`src/rtl/dmacfg_pkg.sv`:
```
package dmacfg_pkg;
    parameter int NUM_CH     = 4;
    parameter int NUM_LVL    = 4;
    parameter int AW         = 4;
    parameter int DW         = 32;
    parameter int TA_W       = 2;
    parameter int TS_W       = 6;
    parameter int LV_W       = 2;
    parameter int CMD_W      = 2;
    parameter int CRCM_W     = 10;
    parameter int CHID_W     = 8;
    parameter int BASE_ALIGN = 4;
    localparam int CH_IDX_W  = (NUM_CH > 1) ? $clog2(NUM_CH) : 1;

    localparam logic [AW-1:0] A_CTRL = AW'(0);
    localparam logic [AW-1:0] A_DESC = AW'(1);
    localparam logic [AW-1:0] A_WB   = AW'(2);
    localparam logic [AW-1:0] A_CRCM = AW'(3);
    localparam logic [AW-1:0] A_SEED = AW'(4);
    localparam logic [AW-1:0] A_CHID = AW'(5);
    localparam logic [AW-1:0] A_CHA  = AW'(6);
    localparam logic [AW-1:0] A_CHB  = AW'(7);

    typedef struct packed {
        logic [NUM_LVL-1:0] lvl_en;
        logic [4:0]         rsv;
        logic               crc_en;
        logic               dma_en;
        logic               swrst;
    } ctrl_t;

    typedef struct packed {
        logic en;
        logic swrst;
    } cha_t;

    typedef struct packed {
        logic [CMD_W-1:0] cmd;
        logic [LV_W-1:0]  lvl;
        logic [TS_W-1:0]  src;
        logic [TA_W-1:0]  act;
    } chb_t;

    localparam int CTRL_W = $bits(ctrl_t);
    localparam int CHA_W  = $bits(cha_t);
    localparam int CHB_W  = $bits(chb_t);

    function automatic logic [DW-1:0] align_base(input logic [DW-1:0] v);
        logic [DW-1:0] r;
        r = v;
        r[BASE_ALIGN-1:0] = '0;
        return r;
    endfunction
endpackage

```
`src/rtl/dmacfg_global.sv`:
```
module dmacfg_global
    import dmacfg_pkg::*;
(
    input  logic              clk,
    input  logic              rst,
    input  logic              we,
    input  logic [AW-1:0]     addr,
    input  logic [DW-1:0]     wdata,
    output ctrl_t             ctrl_q,
    output logic [DW-1:0]     desc_q,
    output logic [DW-1:0]     wb_q,
    output logic [CRCM_W-1:0] crcm_q,
    output logic [DW-1:0]     seed_q,
    output logic [CHID_W-1:0] chid_q
);
    ctrl_t wctrl;
    logic  dma_free;
    logic  crc_free;

    assign wctrl    = ctrl_t'(wdata[CTRL_W-1:0]);
    assign dma_free = !ctrl_q.dma_en;
    assign crc_free = !ctrl_q.crc_en;

    always_ff @(posedge clk) begin
        if (rst || ctrl_q.swrst) begin
            ctrl_q <= '0;
            desc_q <= '0;
            wb_q   <= '0;
            crcm_q <= '0;
            seed_q <= '0;
            chid_q <= '0;
        end else if (we) begin
            case (addr)
                A_CTRL: begin
                    ctrl_q.dma_en <= wctrl.dma_en;
                    ctrl_q.crc_en <= wctrl.crc_en;
                    ctrl_q.lvl_en <= wctrl.lvl_en;
                    if (dma_free && crc_free) ctrl_q.swrst <= wctrl.swrst;
                end
                A_DESC: if (dma_free) desc_q <= align_base(wdata);
                A_WB:   if (dma_free) wb_q   <= align_base(wdata);
                A_CRCM: if (crc_free) crcm_q <= wdata[CRCM_W-1:0];
                A_SEED: if (crc_free) seed_q <= wdata;
                A_CHID: chid_q <= wdata[CHID_W-1:0];
                default: ;
            endcase
        end
    end

    assert_base_locked_R2: assert property (@(posedge clk) disable iff (rst)
        (ctrl_q.dma_en && !ctrl_q.swrst) |=> ($stable(desc_q) && $stable(wb_q)));
    assert_base_aligned_R2: assert property (@(posedge clk) disable iff (rst)
        (desc_q[BASE_ALIGN-1:0] == '0) && (wb_q[BASE_ALIGN-1:0] == '0));
    assert_swrst_locked_R3: assert property (@(posedge clk) disable iff (rst)
        ((ctrl_q.dma_en || ctrl_q.crc_en) && !ctrl_q.swrst) |=> !ctrl_q.swrst);
    assert_swrst_clears_R3: assert property (@(posedge clk) disable iff (rst)
        ctrl_q.swrst |=> (ctrl_q == '0 && desc_q == '0 && wb_q == '0 &&
                          crcm_q == '0 && seed_q == '0 && chid_q == '0));
    assert_crc_locked_R4: assert property (@(posedge clk) disable iff (rst)
        (ctrl_q.crc_en && !ctrl_q.swrst) |=> ($stable(crcm_q) && $stable(seed_q)));
endmodule

```
`src/rtl/dmacfg_chan.sv`:
```
module dmacfg_chan
    import dmacfg_pkg::*;
(
    input  logic              clk,
    input  logic              rst,
    input  logic              wr_a,
    input  logic              wr_b,
    input  logic [CHB_W-1:0]  wdata,
    output cha_t              a_q,
    output chb_t              b_q
);
    chb_t wb;
    cha_t wa;

    assign wb = chb_t'(wdata);
    assign wa = cha_t'(wdata[CHA_W-1:0]);

    always_ff @(posedge clk) begin
        if (rst || a_q.swrst) begin
            a_q <= '0;
            b_q <= '0;
        end else begin
            if (wr_a) begin
                a_q.en <= wa.en;
                if (!a_q.en) a_q.swrst <= wa.swrst;
            end
            if (wr_b) begin
                b_q.act <= wb.act;
                b_q.src <= wb.src;
                if (!a_q.en) begin
                    b_q.cmd <= wb.cmd;
                    b_q.lvl <= wb.lvl;
                end
            end
        end
    end

    assert_chan_locked_R5: assert property (@(posedge clk) disable iff (rst)
        (a_q.en && !a_q.swrst) |=> ($stable(b_q.cmd) && $stable(b_q.lvl)));
    assert_chan_swrst_locked_R6: assert property (@(posedge clk) disable iff (rst)
        (a_q.en && !a_q.swrst) |=> !a_q.swrst);
    assert_chan_swrst_clears_R6: assert property (@(posedge clk) disable iff (rst)
        a_q.swrst |=> (a_q == '0 && b_q == '0));
    assert_chan_idle_R7: assert property (@(posedge clk) disable iff (rst)
        (!wr_a && !wr_b && !a_q.swrst) |=> ($stable(a_q) && $stable(b_q)));
endmodule

```
`src/rtl/dmacfg_rdmux.sv`:
```
module dmacfg_rdmux
    import dmacfg_pkg::*;
(
    input  logic [AW-1:0]        addr,
    input  ctrl_t                ctrl_q,
    input  logic [DW-1:0]        desc_q,
    input  logic [DW-1:0]        wb_q,
    input  logic [CRCM_W-1:0]    crcm_q,
    input  logic [DW-1:0]        seed_q,
    input  logic [CHID_W-1:0]    chid_q,
    input  cha_t [NUM_CH-1:0]    cha,
    input  chb_t [NUM_CH-1:0]    chb,
    output logic [DW-1:0]        rdata
);
    logic                chid_ok;
    logic [CH_IDX_W-1:0] idx;

    assign chid_ok = (chid_q < CHID_W'(NUM_CH));
    assign idx     = chid_q[CH_IDX_W-1:0];

    always_comb begin
        rdata = '0;
        case (addr)
            A_CTRL: rdata = DW'(ctrl_q);
            A_DESC: rdata = desc_q;
            A_WB:   rdata = wb_q;
            A_CRCM: rdata = DW'(crcm_q);
            A_SEED: rdata = seed_q;
            A_CHID: rdata = DW'(chid_q);
            A_CHA:  if (chid_ok) rdata = DW'(cha[idx]);
            A_CHB:  if (chid_ok) rdata = DW'(chb[idx]);
            default: rdata = '0;
        endcase
    end
endmodule

```
`src/rtl/dmacfg_regbank.sv`:
```
module dmacfg_regbank
    import dmacfg_pkg::*;
(
    input  logic                     clk,
    input  logic                     rst,
    input  logic [AW-1:0]            bus_addr,
    input  logic [DW-1:0]            bus_wdata,
    input  logic                     bus_we,
    output logic [DW-1:0]            bus_rdata,
    output logic                     dma_enable,
    output logic                     crc_enable,
    output logic [NUM_LVL-1:0]       prio_lvl_en,
    output logic [DW-1:0]            desc_base,
    output logic [DW-1:0]            wb_base,
    output logic [CRCM_W-1:0]        crc_mode,
    output logic [DW-1:0]            crc_seed,
    output logic [NUM_CH-1:0]        ch_enable,
    output logic [NUM_CH*TA_W-1:0]   ch_trig_act,
    output logic [NUM_CH*TS_W-1:0]   ch_trig_src,
    output logic [NUM_CH*LV_W-1:0]   ch_arb_lvl,
    output logic [NUM_CH*CMD_W-1:0]  ch_cmd
);
    ctrl_t             ctrl_q;
    logic [CHID_W-1:0] chid_q;
    cha_t [NUM_CH-1:0] cha;
    chb_t [NUM_CH-1:0] chb;
    logic              ch_rst;

    assign ch_rst = rst || ctrl_q.swrst;

    dmacfg_global u_global (
        .clk    (clk),
        .rst    (rst),
        .we     (bus_we),
        .addr   (bus_addr),
        .wdata  (bus_wdata),
        .ctrl_q (ctrl_q),
        .desc_q (desc_base),
        .wb_q   (wb_base),
        .crcm_q (crc_mode),
        .seed_q (crc_seed),
        .chid_q (chid_q)
    );

    for (genvar c = 0; c < NUM_CH; c++) begin : g_ch
        logic hit;
        assign hit = bus_we && (chid_q == CHID_W'(c));
        dmacfg_chan u_chan (
            .clk   (clk),
            .rst   (ch_rst),
            .wr_a  (hit && (bus_addr == A_CHA)),
            .wr_b  (hit && (bus_addr == A_CHB)),
            .wdata (bus_wdata[CHB_W-1:0]),
            .a_q   (cha[c]),
            .b_q   (chb[c])
        );
        assign ch_enable[c]                    = cha[c].en;
        assign ch_trig_act[c*TA_W +: TA_W]     = chb[c].act;
        assign ch_trig_src[c*TS_W +: TS_W]     = chb[c].src;
        assign ch_arb_lvl[c*LV_W +: LV_W]      = chb[c].lvl;
        assign ch_cmd[c*CMD_W +: CMD_W]        = chb[c].cmd;
    end

    dmacfg_rdmux u_rdmux (
        .addr   (bus_addr),
        .ctrl_q (ctrl_q),
        .desc_q (desc_base),
        .wb_q   (wb_base),
        .crcm_q (crc_mode),
        .seed_q (crc_seed),
        .chid_q (chid_q),
        .cha    (cha),
        .chb    (chb),
        .rdata  (bus_rdata)
    );

    assign dma_enable  = ctrl_q.dma_en;
    assign crc_enable  = ctrl_q.crc_en;
    assign prio_lvl_en = ctrl_q.lvl_en;

    assert_oob_write_R8: assert property (@(posedge clk) disable iff (ch_rst)
        (chid_q >= CHID_W'(NUM_CH)) |=> $stable(cha) && $stable(chb));
endmodule

```
`config.mk`:
```
export PLATFORM = sky130hd
export DESIGN_NAME = dmacfg_regbank
export DESIGN_NICKNAME = d
export VERILOG_FILES = /design/src/rtl/dmacfg_pkg.sv /design/src/rtl/dmacfg_global.sv /design/src/rtl/dmacfg_chan.sv /design/src/rtl/dmacfg_rdmux.sv /design/src/rtl/dmacfg_regbank.sv
export SDC_FILE = /design/constraint.sdc
export NUM_CORES = 1
export LEC_CHECK = 0
export ABC_AREA = 0
export BUFFER_PORTS_ARGS = -buffer_cell sky130_fd_sc_hd__buf_2
export CAP_MARGIN = 20
export CORE_AREA = 2 2 149 151
export DETAILED_ROUTE_END_ITERATION = 6
export DIE_AREA = 0 0 151 153
export GPL_ROUTABILITY_DRIVEN = 0
export PLACE_DENSITY = 0.63
export SLEW_MARGIN = 40
export SYNTH_ARGS = -nofsm -noshare
export SYNTH_HDL_FRONTEND = slang
export SYNTH_SLANG_ARGS = --single-unit
export TNS_END_PERCENT = 10
```
`constraint.sdc`:
```
create_clock -name clk -period 2.2 [get_ports clk]
set_clock_uncertainty 0.15 [all_clocks]
set_input_delay 0.11 -clock clk [delete_from_list [all_inputs] [get_ports clk]]
set_output_delay 0.11 -clock clk [all_outputs]
set_load 0.02 [all_outputs]
```
==> parameters.txt, run 1 <==
Parameter                              Value

Clock tree
  Sink count of the clock tree ... 169
  Register clock-pin slew on the reported worst setup and hold paths ... about 0.070 ns
  Number of buffers created by CTS ... 17
  Clock root buffer ... clkbuf_16
  Insertion delay of the later-clocked pin in the worst-skew pair ... approximately 0.42 ns
  H-Tree Depth ... 4
  CTS tree ... yes
  Deepest clock path buffer count ... 2

Global routing
  Number of antenna violations at the first check in global routing ... 0
  Wire length of the first global-routing pass ... 38.8 mm
  GR Util All Layers ... 0.215
  Number of global-route vias before repair ... 6832
  Remaining global-route overflow ... 0
  Fraction of met2 tracks used by global routing ... 0.347
  Maximum number of pins on one net before global-route repair ... slightly above 80
  M3 GR Usage ... 0.0403
  Layer with the highest usage after global routing ... met2
  Met1 usage in global routing ... 0.288

STA
  Minimum setup slack in the final design ... -0.0422 ns
  RSZ-0062 raised after global routing ... yes
  Period utilisation layout ... 1.02
  Final setup violating endpoints ... 1
  Max Transition Viols Final ... 0
  Worst-case headroom to the max-slew limit ... 0.656
  Endpoints failing hold ... 0
  Post-Route Setup TNS ... -0.0422 ns
  Tightest Pin Transition ... just over 0.5 ns
  Post-layout minimum cycle time ... about 2.2 ns
  Peak clock frequency supported by timing ... between 400 and 500 MHz

Worst setup path
  WP data required ... 1.94 ns
  Endpoint arrival time on the critical path ... about 2.0 ns
  Biggest fanout along the worst timing path ... 6
  Nature of the critical path startpoint ... flip-flop
  Type of destination of the critical path ... output pin
  Worst setup path category ... reg -> out
  R2r setup slk ... between 0.2 and 0.3 ns

Die
  Row count ... 54
  Die area ... 0.0231 mm2
  Area of the core region ... ~0.021 mm2
  Ports ... roughly 240
  DIE WIDTH ... 151 um
  Initial core utilization ... 0.346
  Die height ... 153 um

Pwr
  Fraction of power consumed by the clock network ... 0.446
  Leakage power total ... around 4.8 nW
  Gate power share ... 0.076
  Switching Fraction ... 0.254
  Power share of the sequential group ... 0.478
  Power Dens Cells ... about 660 mW/mm2
  Switching Power ... 1.66 mW
  Peak supply drop ... approximately 0.53 mV
  Internal power ... 4.86 mW

Status
  Violated checks ... negative setup slack
  Run status ... finished, violations left

Cells and area
  Fraction of the core area covered by cells at the end of the flow ... 0.462
  Share of final-layout standard cells stronger than drive strength 1 ... 0.307
  Layout overhead on the synthesized area ... 33.5%
  # diodes ... 0
  Number of nets in the finished design ... about 1200
  Fin cells ... between 1000 and 1500

Place
  Worst setup slack after placement ... 0.151 ns
  Placed cell count ... 1329
  Detailed placement HPWL ... approximately 17 mm
  Port bufs ... approximately 230

Yosys
  Synth unique cells ... 39
  Share of synthesized cell area in full adder, half adder and majority cells ... 0
  Number of synthesized register bits ... roughly 170
  Per-instance average area after synthesis ... approximately 8.5 um2
  Post-synthesis instance area ... roughly 0.0074 mm2
  Synthesized-area fraction occupied by ao, oa, aoi and oai cells ... 0.127
  Warning count from the yosys run ... 0
  Primary flip-flop cell chosen by synthesis mapping ... dfxtp_1
  Post-synth EDFFs ... 0
  Gate Count Post-Synth ... 872
  Mux contribution to synthesized area ... 0.125
  Main combinational cell family by area after synthesis ... simple AND/OR/NAND/NOR gates
  Share of synthesized cell area in and, or, nand and nor gates ... 0.221
  Xor and xnor area share after synthesis ... 0
  Share of synthesized registers carrying an async set or reset ... 0
  Sequential-to-total area share from yosys stat ... 0.455

Route
  Residual DRC ... 0
  Routed wire length per instance ... 17.9 um
  Via/cell ratio ... about 5.2
  Iteration-0 DRC count of the detailed router ... roughly 460
  Routed via count ... approximately 7300
  Antenna viol nets, final ... 0
  Router iterations before antenna repair ... 7
  Routed wire length ... 25.1 mm

Flow run
  Max_cap viols ... 0

Min path
  Worst min-delay path category ... in -> reg
## cell usage after synthesis, types with 8 or more instances
cell type | instances | area share
a22oi_1 | 9 | 0.0091
a222oi_1 | 27 | 0.036
a21oi_1 | 109 | 0.073
mux2i_1 | 59 | 0.079
buf_2 | 18 | 0.012
mux4_2 | 15 | 0.045
nor2_1 | 61 | 0.031
clkbuf_1 | 52 | 0.026
dfxtp_1 | 169 | 0.46
nand4_1 | 8 | 0.0067
nand3_1 | 30 | 0.020
buf_4 | 21 | 0.021
inv_1 | 20 | 0.010
nand2_1 | 217 | 0.11
## final cells by class
class	count	area (um2)
Timing Repair Buffer	310	1920
Fill cell	2136	11600
Inverter	20	75.1
Sequential cell	169	3390
Clock inverter	12	120
Clock buffer	18	439
Tap cell	280	350
Multi-Input combinational cell	595	3620
## worst paths after layout
check	from	to	depth (start not counted)
worst min-delay path	bus_addr[2]	u_global.desc_q[10]	5
worst max register to register	u_global.chid_q[0]	g_ch[2].u_chan.b_q[6]	6
worst min register to register	u_global.seed_q[11]	u_global.seed_q[11]	2
worst max-delay path	u_global.chid_q[5]	bus_rdata[2]	6
## through the flow
stage | cell area, um2 | hold WS, ns | power [mW]
5_1_grt | 9930 | 0.264 | 6.72
2_1_floorplan | 7460 | 0.0960 | 3.45
4_1_cts | 9820 | 0.220 | 6.54
6_report | 9930 | 0.242 | 6.52
3_5_place_dp | 8820 | 0.229 | 3.61
3_3_place_gp | 8820 | 0.224 | 3.61
## registers in the layout, summed over array words and instances (netlist names)
signal,count
u_global.desc_q,28
g_ch.u_chan.a_q,8
u_global.crcm_q,10
u_global.wb_q,28
g_ch.u_chan.b_q,48
u_global.chid_q,8
u_global.ctrl_q,7
u_global.seed_q,32
## metal layers
metal,share of wire,vias up
met5,0,-
met4,0.022,0
met3,0.072,33
met2,0.47,307
met1,0.44,3470
li1,-,3470
## worst max-delay path, cell delays in order, from the launching register on
cell	delay, ns
dfxtp_1	0.41
nor4bb_4	0.31
and3_4	0.22
buf_4	0.14
nand2_1	0.07
o311ai_1	0.14
buf_2	0.26
## cells by family after synthesis
logic type      after synthesis
buf+inv                     115
other cells                   1
compound gates              153
mux                          74
simple gates                360
flops                       169
## layout by cell type, fill, tap and decap left out, types with 2 or more instances in the layout
cell,count
or3_1,4
nor3_1,2
and3b_1,2
buf_2,220
nor4_1,3
nor3b_1,3
nand4_1,8
inv_6,2
inv_1,20
nor4b_1,2
nor2b_1,6
a22oi_1,7
nand4_2,4
buf_6,3
a22o_1,2
a22oi_2,2
o2bb2ai_1,2
nor4bb_4,2
buf_12,2
nor4b_4,4
a21oi_1,109
buf_4,50
mux2i_1,59
dfxtp_2,3
dfxtp_4,2
nand3_1,29
mux4_2,15
nor2_1,61
clkbuf_16,17
nand2_1,216
a222oi_1,27
clkinv_4,3
conb_1,8
and2_1,4
dlygate4sd3_1,34
clkinvlp_4,4
dfxtp_1,164
## timing repair
action                                  4_1_cts  5_1_grt
hold endpoints to repair                    168        0
resized for setup                            11       17
hold buffers                                 34        0
cloned                                        1        0
buffers inserted                              4        6
pin swaps                                     2        5
endpoints found under the setup margin       12       12
## power by group through the flow
stage	logic [mW]	clock network, mW	registers [mW]
2_1_floorplan	0.239	0	3.21
3_3_place_gp	0.424	0	3.18
3_5_place_dp	0.427	0	3.18
4_1_cts	0.482	2.95	3.11
5_1_grt	0.534	3.07	3.12
6_report	0.496	2.91	3.11
Power figures use the tool's default switching activity.
==> run 2: changes to the inputs <==
--- a/config.mk
+++ b/config.mk
@@ -8,11 +8,11 @@
 export ABC_AREA = 0
 export BUFFER_PORTS_ARGS = -buffer_cell sky130_fd_sc_hd__buf_2
 export CAP_MARGIN = 20
-export CORE_AREA = 2 2 149 151
+export CORE_AREA = 2 2 107 212
 export DETAILED_ROUTE_END_ITERATION = 6
-export DIE_AREA = 0 0 151 153
+export DIE_AREA = 0 0 109 214
 export GPL_ROUTABILITY_DRIVEN = 0
-export PLACE_DENSITY = 0.63
+export PLACE_DENSITY = 0.62
 export SLEW_MARGIN = 40
 export SYNTH_ARGS = -nofsm -noshare
 export SYNTH_HDL_FRONTEND = slang
==> constraint.sdc (replaced) <==
create_clock -name clk -period 2.2 [get_ports clk]
set_clock_uncertainty 0.15 [all_clocks]
set_input_delay 0.33 -clock clk [delete_from_list [all_inputs] [get_ports clk]]
set_output_delay 0.33 -clock clk [all_outputs]
set_load 0.02 [all_outputs]
==> run 2 against run 1 <==
Effect of this change:
- the run ends with design-rule violations, negative setup slack left
- sequential power hardly changed
- maximum frequency is 5.2% lower
- wire length is 3.1% higher
- largest cell class unchanged
- highest routed layer is now met5
==> parameters.txt, run 2 (synthesis results as in run 1) <==
Parameter                              Value

Status
  Run status ... finished, violations left
  Violated checks ... design-rule violations, negative setup slack

Worst setup path
  Critical path's largest stage delay ... roughly 0.52 ns
  R2r setup slk ... ~0.17 ns
  Kind of cell adding the most delay to the critical path ... multiplexers
  R2r startpoint ... u_global.chid_q[7]
  Endpoint arrival time on the critical path ... roughly 1.9 ns
  Slowest stage cell, crit path ... mux4_2
  Nature of the critical path startpoint ... flip-flop
  Cell depth of the worst flop-to-flop path ... 6
  Critical R2R Capture ... g_ch[3].u_chan.b_q[6]
  Biggest fanout along the worst timing path ... 8
  Worst setup path category ... reg -> out
  Type of destination of the critical path ... output pin
  WP data required ... approximately 1.7 ns
  Critical path, cell by cell ... buf_12 -> mux4_2 -> a22oi_2 -> nand2_1 -> buf_6
  Worst path buffer plus inverter count ... 2

Route
  Iteration-0 DRC count of the detailed router ... 531
  Routed via count ... about 7000
  Residual DRC ... 1
  Via/cell ratio ... between 5 and 6
  Routed wire length per instance ... 18.7 um
  Router iterations before antenna repair ... 7
  Routed wire length ... ~26 mm
  Antenna viol nets, final ... 0

Cells and area
  FF+latch area ... 0.00339 mm2
  Registers with the most flip-flops ... g_ch.u_chan.b_q x48, u_global.seed_q x32
  Layout overhead on the synthesized area ... 35.6%
  Most frequent cells in the layout ... buf_2, nand2_1, dfxtp_1, a21oi_1, nor2_1
  Leading cell type in the layout, fill and taps excluded ... buf_2
  Multi-input gate area ... 0.00368 mm2
  Total of fill cells in the finished design ... ~2100
  Max FFs per register ... 48
  Fin cells ... 1384
  Fraction of the core area covered by cells at the end of the flow ... 0.467
  Number of nets in the finished design ... around 1100
  Largest register by flop count ... g_ch.u_chan.b_q
  Share of final-layout standard cells stronger than drive strength 1 ... 0.333
  Post-Layout Inst Area ... slightly above 0.01 mm2

Die
  Die height ... ~210 um
  Initial core utilization ... 0.344
  Die area ... 0.0233 mm2
  DIE WIDTH ... approximately 110 um
  Ports ... about 240
  Row count ... 76
  Area of the core region ... 0.0216 mm2

Global routing
  Wire length of the first global-routing pass ... just under 40 mm
  Number of global-route vias before repair ... between 6000 and 7000
  Remaining global-route overflow ... 0
  Number of antenna violations at the first check in global routing ... 2
  Maximum number of pins on one net before global-route repair ... 49
  GR Util All Layers ... 0.220

Place
  Port bufs ... 226
  Placed cell count ... 1336
  Worst setup slack after placement ... -0.0393 ns
  Standard cell area after detailed placement ... around 0.009 mm2
  Detailed placement HPWL ... approximately 19 mm

Clock tree
  CTS tree ... yes
  Register clock-pin slew on the reported worst setup and hold paths ... 0.06 ns
  Insertion delay of the later-clocked pin in the worst-skew pair ... between 0.4 and 0.5 ns
  Clock root buffer ... clkbuf_16
  Sink count of the clock tree ... ~170
  Deepest clock path buffer count ... 2
  Number of buffers created by CTS ... 17
  H-Tree Depth ... 4

STA
  Period utilisation layout ... 1.07
  Worst-case headroom to the max-slew limit ... 0.580
  Peak clock frequency supported by timing ... 423 MHz
  Minimum setup slack in the final design ... -0.164 ns
  Post-layout minimum cycle time ... around 2.4 ns
  Worst hold slack across all endpoints ... about 0.013 ns
  Tightest Pin Transition ... between 0.6 and 0.7 ns
  Max Transition Viols Final ... 0
  RSZ-0062 raised after global routing ... yes
  Final setup violating endpoints ... 12
  Endpoints failing hold ... 0
  Post-Route Setup TNS ... -1.41 ns

Min path
  Endpoint of the worst hold path ... u_global.desc_q[21]
  Worst min-delay path category ... in -> reg
  Min-Delay Path Depth ... 3
  Beginning of the worst hold path ... bus_wdata[21]

Pwr
  Power Dens Cells ... around 690 mW/mm2
  Peak supply drop ... around 0.44 mV
  PnR Total Power ... ~6.9 mW
  Leakage power total ... slightly below 5 nW

Flow run
  Max_cap viols ... 0
[run 2: cell types whose count changed in the layout (fill, tap and decap cells not counted), sizes merged]
cell / previous run / this run
dlygate4sd3: 34 / 4
buf: 275 / 288
bufinv: 1 / 5
clkinv: 4 / 2
bufbuf: 1 / 2
diode: 0 / 1
[run 2: tightest hold or removal path, cell delays in order]
cell	delay, ns
buf_2	0.11
nand2_1	0.05
a21oi_1	0.05
[run 2: area by class of cell]
| cell class | instances | share of cell area |
|---|---|---|
| antenna | 1 | 0.000248 |
| clock buffer | 18 | 0.0426 |
| clock inverter | 14 | 0.0218 |
| inverter | 20 | 0.00745 |
| multi-input combinational | 595 | 0.365 |
| sequential | 169 | 0.337 |
| tap | 273 | 0.0339 |
| timing repair buffer | 294 | 0.192 |
[run 2: worst max-delay path by stage]
| stage | start | end | depth (start not counted) |
|---|---|---|---|
| detailed placement | bus_addr[2] | bus_rdata[7] | 6 |
| global route | u_global.chid_q[7] | bus_rdata[11] | 6 |
| CTS | u_global.chid_q[7] | bus_rdata[10] | 6 |
| global placement | bus_addr[2] | bus_rdata[7] | 6 |
| finish | u_global.chid_q[0] | bus_rdata[11] | 5 |
| floorplan | bus_addr[0] | bus_rdata[9] | 5 |
[run 2: repair_timing]
item | CTS | global route
buffers inserted | 9 | 0
pin swaps | 8 | 1
cloned | 2 | 0
hold buffers | 4 | 0
setup endpoints to repair | 12 | 30
gates resized for setup | 52 | 9
hold endpoints to repair | 5 | 0
[run 2: power by group]
part | internal [mW] | switching (mW)
sequential | 3.09 | 0.0262
clock | 2.03 | 1.29
combinational | 0.169 | 0.318
total | 5.28 | 1.63
[run 2: layer usage]
metal	GRT usage	share of wire	vias up
met5	0	0.00039	-
met4	0.128	0.049	2
met3	0.0411	0.052	66
met2	0.410	0.55	274
met1	0.215	0.35	3388
li1	-	-	3439
